==> config.mk <==
export PLATFORM = sky130hd
export DESIGN_NAME = hsk2w_rx
export DESIGN_NICKNAME = d
export VERILOG_FILES = /design/src/rtl/hsk2w_rx_pkg.sv /design/src/rtl/hsk2w_rx_sync.sv /design/src/rtl/hsk2w_rx_timer.sv /design/src/rtl/hsk2w_rx_shift.sv /design/src/rtl/hsk2w_rx_fsm.sv /design/src/rtl/hsk2w_rx.sv
export SDC_FILE = /design/constraint.sdc
export NUM_CORES = 1
export LEC_CHECK = 0
export ABC_CLOCK_PERIOD_IN_PS = 4600
export CAP_MARGIN = 15
export CORE_UTILIZATION = 50
export DETAILED_ROUTE_END_ITERATION = 16
export DONT_BUFFER_PORTS = 1
export SKIP_CTS_REPAIR_TIMING = 1
export SKIP_LAST_GASP = 1
export SYNTH_ARGS = -nofsm -noshare
export SYNTH_HDL_FRONTEND = slang
export SYNTH_HIERARCHICAL = 1
export SYNTH_SLANG_ARGS = --single-unit
==> constraint.sdc <==
create_clock -name clk -period 4.6 [get_ports clk]
set_input_delay 0.46 -clock clk [delete_from_list [all_inputs] [get_ports clk]]
set_output_delay 0.46 -clock clk [all_outputs]
set_load 0.02 [all_outputs]
==> src/rtl/hsk2w_rx_pkg.sv <==
package hsk2w_rx_pkg;

    typedef enum logic [1:0] {
        ST_IDLE    = 2'd0,
        ST_ACK     = 2'd1,
        ST_RELEASE = 2'd2,
        ST_RECOVER = 2'd3
    } rx_state_t;

endpackage

==> src/rtl/hsk2w_rx_sync.sv <==
module hsk2w_rx_sync #(
    parameter int SYNC_DEPTH = 2,
    parameter int LOW_CYCLES = 4
) (
    input  logic clk,
    input  logic rst_n,
    input  logic att_raw,
    input  logic dat_raw,
    output logic att_s,
    output logic dat_s,
    output logic att_low_ok
);
    localparam int NLINES = 2;
    localparam int CW     = $clog2(LOW_CYCLES + 1);
    localparam logic [CW-1:0] CMAX = CW'(LOW_CYCLES - 1);

    logic [NLINES-1:0] raw;
    logic [NLINES-1:0] synced;
    logic [CW-1:0]     low_cnt;

    assign raw = {dat_raw, att_raw};

    // both lines idle high through their pull-ups, so reset the chains to 1
    for (genvar g = 0; g < NLINES; g++) begin : g_line
        logic [SYNC_DEPTH-1:0] chain;
        always_ff @(posedge clk or negedge rst_n) begin
            if (!rst_n) chain <= '1;
            else        chain <= {chain[SYNC_DEPTH-2:0], raw[g]};
        end
        assign synced[g] = chain[SYNC_DEPTH-1];
    end

    assign att_s = synced[0];
    assign dat_s = synced[1];

    // count consecutive low cycles of Attention, saturating
    always_ff @(posedge clk or negedge rst_n) begin
        if (!rst_n)              low_cnt <= '0;
        else if (att_s)          low_cnt <= '0;
        else if (low_cnt < CMAX) low_cnt <= low_cnt + 1'b1;
    end

    assign att_low_ok = !att_s && (low_cnt == CMAX);

    if (LOW_CYCLES > 1) begin : g_chk
        // an accepted low has already been low in the previous cycle
        a_r2_filter_span: assert property (@(posedge clk) disable iff (!rst_n)
            att_low_ok |-> $past(!att_s));
    end

endmodule

==> src/rtl/hsk2w_rx_timer.sv <==
module hsk2w_rx_timer #(
    parameter int LIMIT = 1024
) (
    input  logic clk,
    input  logic rst_n,
    input  logic run,
    input  logic restart,
    output logic expired
);
    localparam int TW = $clog2(LIMIT + 1);
    localparam logic [TW-1:0] TMAX = TW'(LIMIT - 1);

    logic [TW-1:0] cnt;

    always_ff @(posedge clk or negedge rst_n) begin
        if (!rst_n)              cnt <= '0;
        else if (restart || !run) cnt <= '0;
        else if (cnt != TMAX)     cnt <= cnt + 1'b1;
    end

    assign expired = run && (cnt == TMAX);

    // a stopped timer cannot report expiry in the next cycle
    a_r7_timer_idle: assert property (@(posedge clk) disable iff (!rst_n)
        (!run && LIMIT > 1) |=> (cnt == '0));

endmodule

==> src/rtl/hsk2w_rx_shift.sv <==
module hsk2w_rx_shift #(
    parameter int MSG_W = 9
) (
    input  logic             clk,
    input  logic             rst_n,
    input  logic             clr,
    input  logic             shift_en,
    input  logic             bit_in,
    output logic [MSG_W-1:0] word
);
    always_ff @(posedge clk or negedge rst_n) begin
        if (!rst_n)        word <= '0;
        else if (clr)      word <= '0;
        else if (shift_en) word <= {word[MSG_W-2:0], bit_in};
    end

    // the newest bit enters at the low end, so the first bit ends up on top
    a_r6_shift_in: assert property (@(posedge clk) disable iff (!rst_n)
        (shift_en && !clr) |=> (word[0] == $past(bit_in)));

endmodule

==> src/rtl/hsk2w_rx_fsm.sv <==
module hsk2w_rx_fsm
    import hsk2w_rx_pkg::*;
#(
    parameter int MSG_W = 9
) (
    input  logic clk,
    input  logic rst_n,
    input  logic att_s,
    input  logic dat_s,
    input  logic att_low_ok,
    input  logic expired,
    output logic att_pull,
    output logic shift_en,
    output logic shift_clr,
    output logic timer_run,
    output logic timer_restart,
    output logic msg_valid,
    output logic msg_err
);
    localparam int IW = $clog2(MSG_W);
    localparam logic [IW-1:0] LAST_IDX = IW'(MSG_W - 1);

    rx_state_t     state_q, state_d;
    logic          held_q;
    logic [IW-1:0] idx_q;
    logic          take, rev, go_rec;

    // next state
    always_comb begin
        state_d = state_q;
        take    = 1'b0;
        rev     = 1'b0;
        go_rec  = 1'b0;
        unique case (state_q)
            ST_IDLE: begin
                if (expired) begin
                    go_rec  = 1'b1;
                    state_d = ST_RECOVER;
                end else if (att_low_ok) begin
                    take    = 1'b1;
                    state_d = ST_ACK;
                end
            end
            ST_ACK: begin
                if (dat_s != held_q) begin
                    rev     = 1'b1;
                    state_d = ST_RELEASE;
                end else if (expired) begin
                    go_rec  = 1'b1;
                    state_d = ST_RECOVER;
                end
            end
            ST_RELEASE: begin
                if (att_s) begin
                    state_d = ST_IDLE;
                end else if (expired) begin
                    go_rec  = 1'b1;
                    state_d = ST_RECOVER;
                end
            end
            ST_RECOVER: begin
                if (att_s) state_d = ST_IDLE;
            end
            default: state_d = ST_IDLE;
        endcase
    end

    // state register
    always_ff @(posedge clk or negedge rst_n) begin
        if (!rst_n) state_q <= ST_IDLE;
        else        state_q <= state_d;
    end

    // registered outputs and message bookkeeping
    always_ff @(posedge clk or negedge rst_n) begin
        if (!rst_n) begin
            held_q    <= 1'b0;
            idx_q     <= '0;
            msg_valid <= 1'b0;
            msg_err   <= 1'b0;
        end else begin
            msg_valid <= rev && (idx_q == LAST_IDX);
            msg_err   <= go_rec;
            if (take) held_q <= dat_s;
            if (go_rec)
                idx_q <= '0;
            else if (rev)
                idx_q <= (idx_q == LAST_IDX) ? '0 : idx_q + 1'b1;
        end
    end

    assign att_pull      = (state_q == ST_ACK);
    assign shift_en      = take;
    assign shift_clr     = go_rec;
    assign timer_run     = (state_q == ST_ACK) || (state_q == ST_RELEASE) ||
                           ((state_q == ST_IDLE) && (idx_q != '0));
    assign timer_restart = (state_d != state_q);

    // message pulse lasts one clock
    a_r6_valid_pulse: assert property (@(posedge clk) disable iff (!rst_n)
        msg_valid |=> !msg_valid);
    // error pulse lasts one clock and comes with Attention released
    a_r7_err_pulse: assert property (@(posedge clk) disable iff (!rst_n)
        msg_err |=> !msg_err);
    a_r7_err_released: assert property (@(posedge clk) disable iff (!rst_n)
        msg_err |-> !att_pull);
    // completion and error never coincide
    a_r10_exclusive: assert property (@(posedge clk) disable iff (!rst_n)
        !(msg_valid && msg_err));
    // after a release there is at least one clock before any new pull
    a_r5_release_gap: assert property (@(posedge clk) disable iff (!rst_n)
        $fell(att_pull) |=> !att_pull);
    // the pull holds while Data keeps the sampled value and time remains
    a_r3_hold: assert property (@(posedge clk) disable iff (!rst_n)
        (att_pull && (dat_s == held_q) && !expired) |=> att_pull);
    // no acknowledgement while recovering from a line still held low
    a_r8_no_reack: assert property (@(posedge clk) disable iff (!rst_n)
        ((state_q == ST_RECOVER) && !att_s) |=> !att_pull);

endmodule

==> src/rtl/hsk2w_rx.sv <==
module hsk2w_rx #(
    parameter int DATA_W         = 8,
    parameter int SYNC_DEPTH     = 2,
    parameter int LOW_CYCLES     = 4,
    parameter int TIMEOUT_CYCLES = 1024
) (
    input  logic              clk,
    input  logic              rst_n,
    input  logic              att_line_i,
    input  logic              dat_line_i,
    output logic              att_pull_o,
    output logic              msg_valid_o,
    output logic              msg_ctrl_o,
    output logic [DATA_W-1:0] msg_byte_o,
    output logic              msg_err_o
);
    localparam int MSG_W = DATA_W + 1;

    logic             att_s, dat_s, att_low_ok;
    logic             expired, timer_run, timer_restart;
    logic             shift_en, shift_clr;
    logic [MSG_W-1:0] word;

    hsk2w_rx_sync #(
        .SYNC_DEPTH (SYNC_DEPTH),
        .LOW_CYCLES (LOW_CYCLES)
    ) u_sync (
        .clk        (clk),
        .rst_n      (rst_n),
        .att_raw    (att_line_i),
        .dat_raw    (dat_line_i),
        .att_s      (att_s),
        .dat_s      (dat_s),
        .att_low_ok (att_low_ok)
    );

    hsk2w_rx_timer #(
        .LIMIT (TIMEOUT_CYCLES)
    ) u_timer (
        .clk     (clk),
        .rst_n   (rst_n),
        .run     (timer_run),
        .restart (timer_restart),
        .expired (expired)
    );

    hsk2w_rx_shift #(
        .MSG_W (MSG_W)
    ) u_shift (
        .clk      (clk),
        .rst_n    (rst_n),
        .clr      (shift_clr),
        .shift_en (shift_en),
        .bit_in   (dat_s),
        .word     (word)
    );

    hsk2w_rx_fsm #(
        .MSG_W (MSG_W)
    ) u_fsm (
        .clk           (clk),
        .rst_n         (rst_n),
        .att_s         (att_s),
        .dat_s         (dat_s),
        .att_low_ok    (att_low_ok),
        .expired       (expired),
        .att_pull      (att_pull_o),
        .shift_en      (shift_en),
        .shift_clr     (shift_clr),
        .timer_run     (timer_run),
        .timer_restart (timer_restart),
        .msg_valid     (msg_valid_o),
        .msg_err       (msg_err_o)
    );

    assign msg_ctrl_o = word[MSG_W-1];
    assign msg_byte_o = word[DATA_W-1:0];

endmodule

==> impl_metrics.csv, run 1 <==
group,metric,value,unit
pwr,leakage,0.927,nW
setup_path,cp-start-kind,"flop",
global_route,grt_pass1_vias,1256,
finish,diodes,0,
synth,async_flop_share,1.00,
pwr,clkPwrFrac,0.197,
min_path,min_path_type,"in2reg",
synth,yosys_warnings,6,
setup_path,end_kind,"flop",
setup_path,crit_arrival,3.36,ns
synth,synth-edff-count,0,
die,fp.dieArea,0.00392,sq mm
route,dr.pass1.iters,4,
clock_tree,clk_pin_slew_worst_paths,0.10,ns
finish,nets,191,
finish,fin_area,0.00198,sq mm
synth,synth_nets,184,
global_route,grt_max_degree,37,
clock_tree,htree_levels,2,
clock_tree,clock_sinks,36,
synth,synth-seq-cells,36,
route,vias,1222,
pwr,powerDensity,497,mW/mm^2
die,num_rows,21,
placed_design,place_congestion,0.785,
global_route,grtUsageTotal,0.188,
clock_tree,cts_tree,"yes",
pwr,peakVddDrop,0.000249,V
global_route,overflow,0,
route,drc,0,
placed_design,dp_hpwl,2190,um
finish,area_growth,7.91,%
finish,finish.utilization,0.580,
finish,layout_common_cells,"dfrtp_1 (32), nor2_1 (22), nand2_1 (13), ha_1 (11), mux2i_1 (11)",
synth,synth_ff_type,"dfrtp_1",
timing,min_period_over_period,0.667,
route,ant_nets,0,
route,drt_wl_total,3150,um
pwr,p_int,0.604,mW
route,viasPerCell,5.48,
timing,relSlewSlack,0.328,
status,outcome,"complete, no violations",
placed_design,port_buffers,0,
pwr,power.share.sequential,0.478,
pwr,switching_share,0.385,
setup_path,path_max_fanout,8,
clock_tree,cts_buffer_depth,2,
pwr,p_sw,0.379,mW
route,wl_per_cell,14.1,um
placed_design,dpl-instance-area,0.00188,sq mm
synth,synthesis.area,0.00184,sq mm
timing,rsz0062_at_grt,"no",
clock_tree,root_buffer,"clkbuf_4",
synth,ys_seq_area_frac,0.494,
timing,tightest_slew,1.00,ns
finish,drive_gt1_frac,0.119,
synth,avgSynthCellArea,10.9,sq um
pwr,combPwrFrac,0.326,
timing,fin_tns_setup,0,ns
timing,fin_crit,3.07,ns
timing,fmax,326,MHz
die,die_x,62.6,um
global_route,antenna_found_initial,0,
setup_path,crit_required,4.89,ns
finish,final_common_cell,"dfrtp_1",
synth,synth_cell_type_count,47,
clock_tree,cts_made_buffers,5,
synth,synth_cells,169,
route,drt_iter0_drc,79,
die,initial_utilization,0.537,
setup_path,worstSetupPathType,"reg2reg",
clock_tree,worstSkewPairLatency,0.35,ns
global_route,grt_pass1_wl,5620,um
timing,final-max-slew-violation-count,0,
timing,finalSetupViolations,0,
timing,hold_violations,0,
die,die_h,62.6,um
timing,finClkSkew,0.00681,ns
die,io_pins,16,
die,coreArea,0.00342,sq mm
flow_run,maxCapViolCount,0,
cell type report:
class,instances,area (sq um)
fill,308,1440
sequential,36,906
multi-input combinational,124,888
clock buffer,8,68.8
tap,46,57.6
timing repair buffer,3,37.5
inverter,6,22.5
power groups by stage:
| stage | combinational [mW] | sequential [mW] | clock (mW) |
|---|---|---|---|
| after global routing | 0.370 | 0.484 | 0.216 |
| after detailed placement | 0.311 | 0.476 | 0 |
| after global placement | 0.301 | 0.472 | 0 |
| after CTS | 0.314 | 0.470 | 0.201 |
| final | 0.320 | 0.470 | 0.194 |
| after floorplan | 0.260 | 0.459 | 0 |
cells in the mapped netlist (3+ instances only):
cell type	instances	area (sq um)
xor2_1	5	43.8
nor2b_1	6	37.5
xnor2_1	3	26.3
a21oi_1	8	40.0
and2_1	3	18.8
o21ai_0	3	15.0
dfstp_2	4	105
nor2_1	22	82.6
dfrtp_1	32	801
nor3_1	3	15.0
inv_1	6	22.5
mux2i_1	11	110
ha_1	11	138
nand2_1	13	48.8
metal layers:
layer,GRT usage,vias to the layer above,share of wire
li1,-,600,-
met1,0.237,593,0.48
met2,0.289,21,0.46
met3,0.0456,8,0.036
met4,0.122,0,0.028
met5,0,-,0
sequential cells by signal (all words and copies together), names as in the netlist:
register / count
u_sync/g_line.chain: 4
u_shift/word: 9
u_fsm/held_q: 1
u_timer/cnt: 11
u_fsm/state_q: 2
u_fsm/idx_q: 4
u_sync/low_cnt: 3
u_fsm/msg_valid: 1
u_fsm/msg_err: 1
worst paths after layout:
path | from | to | slack, ns | depth (start not counted)
max | u_fsm/idx_q[0] | u_timer/cnt[5] | 1.53 | 12
min | dat_line_i | u_sync/g_line[1].chain[0] | 0.1 | 0
max reg2reg | u_fsm/idx_q[0] | u_timer/cnt[5] | 1.53 | 12
min reg2reg | u_sync/g_line[0].chain[0] | u_sync/g_line[0].chain[1] | 0.36 | 0
max in group asynchronous | rst_n | u_sync/g_line[0].chain[0] | 3.79 | 2
min in group asynchronous | rst_n | u_sync/low_cnt[2] | 0.56 | 2
worst max-delay path, cell delays in order, from the launching register on:
cell	delay [ns]
dfrtp_1	0.43
inv_1	0.07
ha_1	0.16
or3b_1	0.36
a21o_1	0.21
and2_1	0.19
a21oi_1	0.16
o22ai_2	0.10
xnor2_1	0.13
or3_1	0.32
nand2b_1	0.28
or4_1	0.51
nand2_1	0.08
stage by stage:
stage | cells | setup WS (ns) | total power, mW | hold slack [ns]
after floorplan | 169 | 1.74 | 0.719 | 0.164
final | 223 | 1.53 | 0.983 | 0.0993
after global placement | 213 | 1.64 | 0.773 | 0.165
after detailed placement | 213 | 1.54 | 0.787 | 0.165
after CTS | 221 | 1.52 | 0.986 | -0.234
after global routing | 223 | 1.29 | 1.07 | 0.0585
cell families (layout without fill, tap and decap cells):
kind of cell | after synthesis | after routing | synth area share
multiplexers | 12 | 12 | 0.0661
adder cells (fa/ha/maj) | 11 | 11 | 0.0750
AO/OA/AOI/OAI | 30 | 30 | 0.117
flip-flops | 36 | 36 | 0.494
buffers and inverters | 9 | 17 | 0.0225
XOR/XNOR | 8 | 8 | 0.0382
AND/OR/NAND/NOR | 63 | 63 | 0.187
(Power assumes the default switching activity.)
==> run 2: changes to the inputs <==
--- a/config.mk
+++ b/config.mk
@@ -5,11 +5,12 @@
 export SDC_FILE = /design/constraint.sdc
 export NUM_CORES = 1
 export LEC_CHECK = 0
-export ABC_CLOCK_PERIOD_IN_PS = 4600
+export ABC_CLOCK_PERIOD_IN_PS = 2710
 export CAP_MARGIN = 15
 export CORE_UTILIZATION = 50
 export DETAILED_ROUTE_END_ITERATION = 16
 export DONT_BUFFER_PORTS = 1
+export PLACE_DENSITY = 0.68
 export SKIP_CTS_REPAIR_TIMING = 1
 export SKIP_LAST_GASP = 1
 export SYNTH_ARGS = -nofsm -noshare
==> constraint.sdc (replaced) <==
create_clock -name clk -period 2.71 [get_ports clk]
set_input_delay 0.271 -clock clk [delete_from_list [all_inputs] [get_ports clk]]
set_output_delay 0.271 -clock clk [all_outputs]
set_load 0.02 [all_outputs]
==> run 2 against run 1 <==
Against the previous run: the run now ends with setup timing left; die area unchanged; clock-buffer cell count down 3; register-to-register slack worse by 1.7 ns; wire length up 8.7%; critical path depth unchanged; clock power up 91%; critical endpoint unchanged.
==> impl_metrics.csv, run 2 (synthesis results as in run 1) <==
group,metric,value,unit
pwr,peakVddDrop,0.000528,V
finish,area_growth,17.2,%
finish,largest_reg_flops,11,
global_route,grt_pass1_vias,1306,
clock_tree,htree_levels,2,
setup_path,rr_worst_depth,12,
clock_tree,cts_buffer_depth,2,
global_route,overflow,0,
clock_tree,clock_sinks,36,
die,coreArea,0.00342,sq mm
min_path,hold_depth,0,
placed_design,port_buffers,0,
setup_path,worstSetupPathType,"reg2reg",
finish,instances_no_fill,238,
pwr,powerDensity,895,mW/mm^2
global_route,grt_max_degree,37,
global_route,grt_pass1_wl,5640,um
setup_path,cp-start-kind,"flop",
setup_path,cp_top_family,"simple AND/OR/NAND/NOR gates",
global_route,grtUsageTotal,0.187,
pwr,leakage,1.01,nW
clock_tree,worstSkewPairLatency,0.33,ns
timing,fin_crit,2.84,ns
finish,fill_cells,277,
die,fp.dieArea,0.00392,sq mm
die,initial_utilization,0.537,
pwr,power,1.93,mW
finish,multi_input_area,931,sq um
route,dr.pass1.iters,4,
min_path,hold_start,"u_sync/g_line[1].chain[0]",
setup_path,crit_required,2.97,ns
finish,final_common_cell,"dfrtp_1",
min_path,min_path_type,"reg2reg",
placed_design,dp_hpwl,2370,um
clock_tree,cts_tree,"yes",
finish,nets,206,
route,wl_per_cell,14.4,um
timing,final-max-slew-violation-count,0,
setup_path,crit_buf_inv,1,
setup_path,critPathMaxStageDelay,0.46,ns
setup_path,crit_slowest_cell,"or4_1",
setup_path,path_max_fanout,3,
setup_path,path_cells,"inv_2, ha_4, or3b_1, a21o_1, and2_4, a21oi_4, o22ai_2, xnor2_1, or3_1, nand2b_4, or4_1, nand2_1",
die,die_h,62.6,um
finish,regArea,906,sq um
setup_path,rrSetupSlack,-0.13,ns
finish,top_register,"u_timer/cnt",
timing,worst_slack,-0.130,ns
setup_path,crit_arrival,3.10,ns
timing,relSlewSlack,0.782,
timing,min_period_over_period,1.05,
setup_path,worstReg2RegStart,"u_fsm/idx_q[1]",
placed_design,dpl.cell_count,221,
timing,hold_violations,0,
clock_tree,cts_made_buffers,5,
timing,finClkSkew,0.0127,ns
status,violations,"setup timing",
route,viasPerCell,5.42,
timing,rsz0062_at_grt,"yes",
finish,top_regs,"u_timer/cnt (11), u_shift/word (9)",
placed_design,place_congestion,0.870,
timing,finalSetupViolations,1,
timing,fmax,352,MHz
die,die_x,62.6,um
route,drc,0,
flow_run,maxCapViolCount,0,
route,ant_nets,0,
die,io_pins,16,
timing,tightest_slew,0.326,ns
global_route,antenna_found_initial,0,
setup_path,r2r_end,"u_timer/cnt[5]",
finish,drive_gt1_frac,0.224,
clock_tree,clk_pin_slew_worst_paths,0.12,ns
placed_design,dpl-instance-area,0.00195,sq mm
route,vias,1289,
route,drt_iter0_drc,39,
finish,layout_common_cells,"dfrtp_1 (32), nor2_1 (22), buf_4 (14), nand2_1 (13), mux2i_1 (11)",
route,drt_wl_total,3430,um
status,outcome,"finished with violations",
finish,diodes,0,
clock_tree,root_buffer,"clkbuf_4",
min_path,hold_end,"u_sync/g_line[1].chain[1]",
finish,fin_area,0.00215,sq mm
setup_path,end_kind,"flop",
die,num_rows,21,
finish,finish.utilization,0.630,
run 2: cell count changes in the layout (fill, tap and decap cells not counted), moves of 2 or more:
cell and delta:
buf_4 +13, a21oi_1 -2, clkbuf_8 -2, dlygate4sd3_1 +2, inv_1 -2, inv_2 +2
run 2: worst max path at each step:
stage	slack, ns	startpoint	to	cells after the start
5_1_grt	-0.25	u_fsm/idx_q[1]	u_timer/cnt[5]	12
2_1_floorplan	-0.06	u_fsm/idx_q[0]	u_timer/cnt[5]	13
3_5_place_dp	-0.03	u_fsm/idx_q[0]	u_timer/cnt[5]	12
3_3_place_gp	0.06	u_fsm/idx_q[0]	u_timer/cnt[5]	12
4_1_cts	-0.08	u_fsm/idx_q[1]	u_timer/cnt[5]	12
6_report	-0.13	u_fsm/idx_q[1]	u_timer/cnt[5]	12
run 2: cell type report:
type                    instances  share of cell area
inverters                       6              0.0105
repair buffers                 18              0.0721
clock buffers                   5              0.0174
flip-flops and latches         36               0.421
multi-input cells             124               0.433
clock inverters                 3              0.0198
well taps                      46              0.0267
run 2: through the flow:
stage	setup WS, ns	TNS [ns]	hold slack, ns
after floorplan	-0.0553	-0.0553	-0.0246
after global placement	0.0620	0	-0.0239
after detailed placement	-0.0274	-0.0274	-0.0237
after CTS	-0.0774	-0.0774	-0.404
after global routing	-0.247	-0.725	0.363
final	-0.130	-0.130	0.364
run 2: metal layers:
metal | track usage | vias up | part of all wire
met4 | 0.0756 | 0 | 0.0079
li1 | - | 628 | -
met3 | 0.0584 | 4 | 0.046
met1 | 0.217 | 626 | 0.44
met2 | 0.319 | 31 | 0.50
met5 | 0 | - | 0
run 2: power breakdown:
part	total, mW	leakage (nW)	internal (mW)	switching, mW
combinational	0.777	0.496	0.368	0.409
clock	0.370	0.0412	0.192	0.177
sequential	0.780	0.474	0.648	0.132
total	1.93	1.01	1.21	0.718
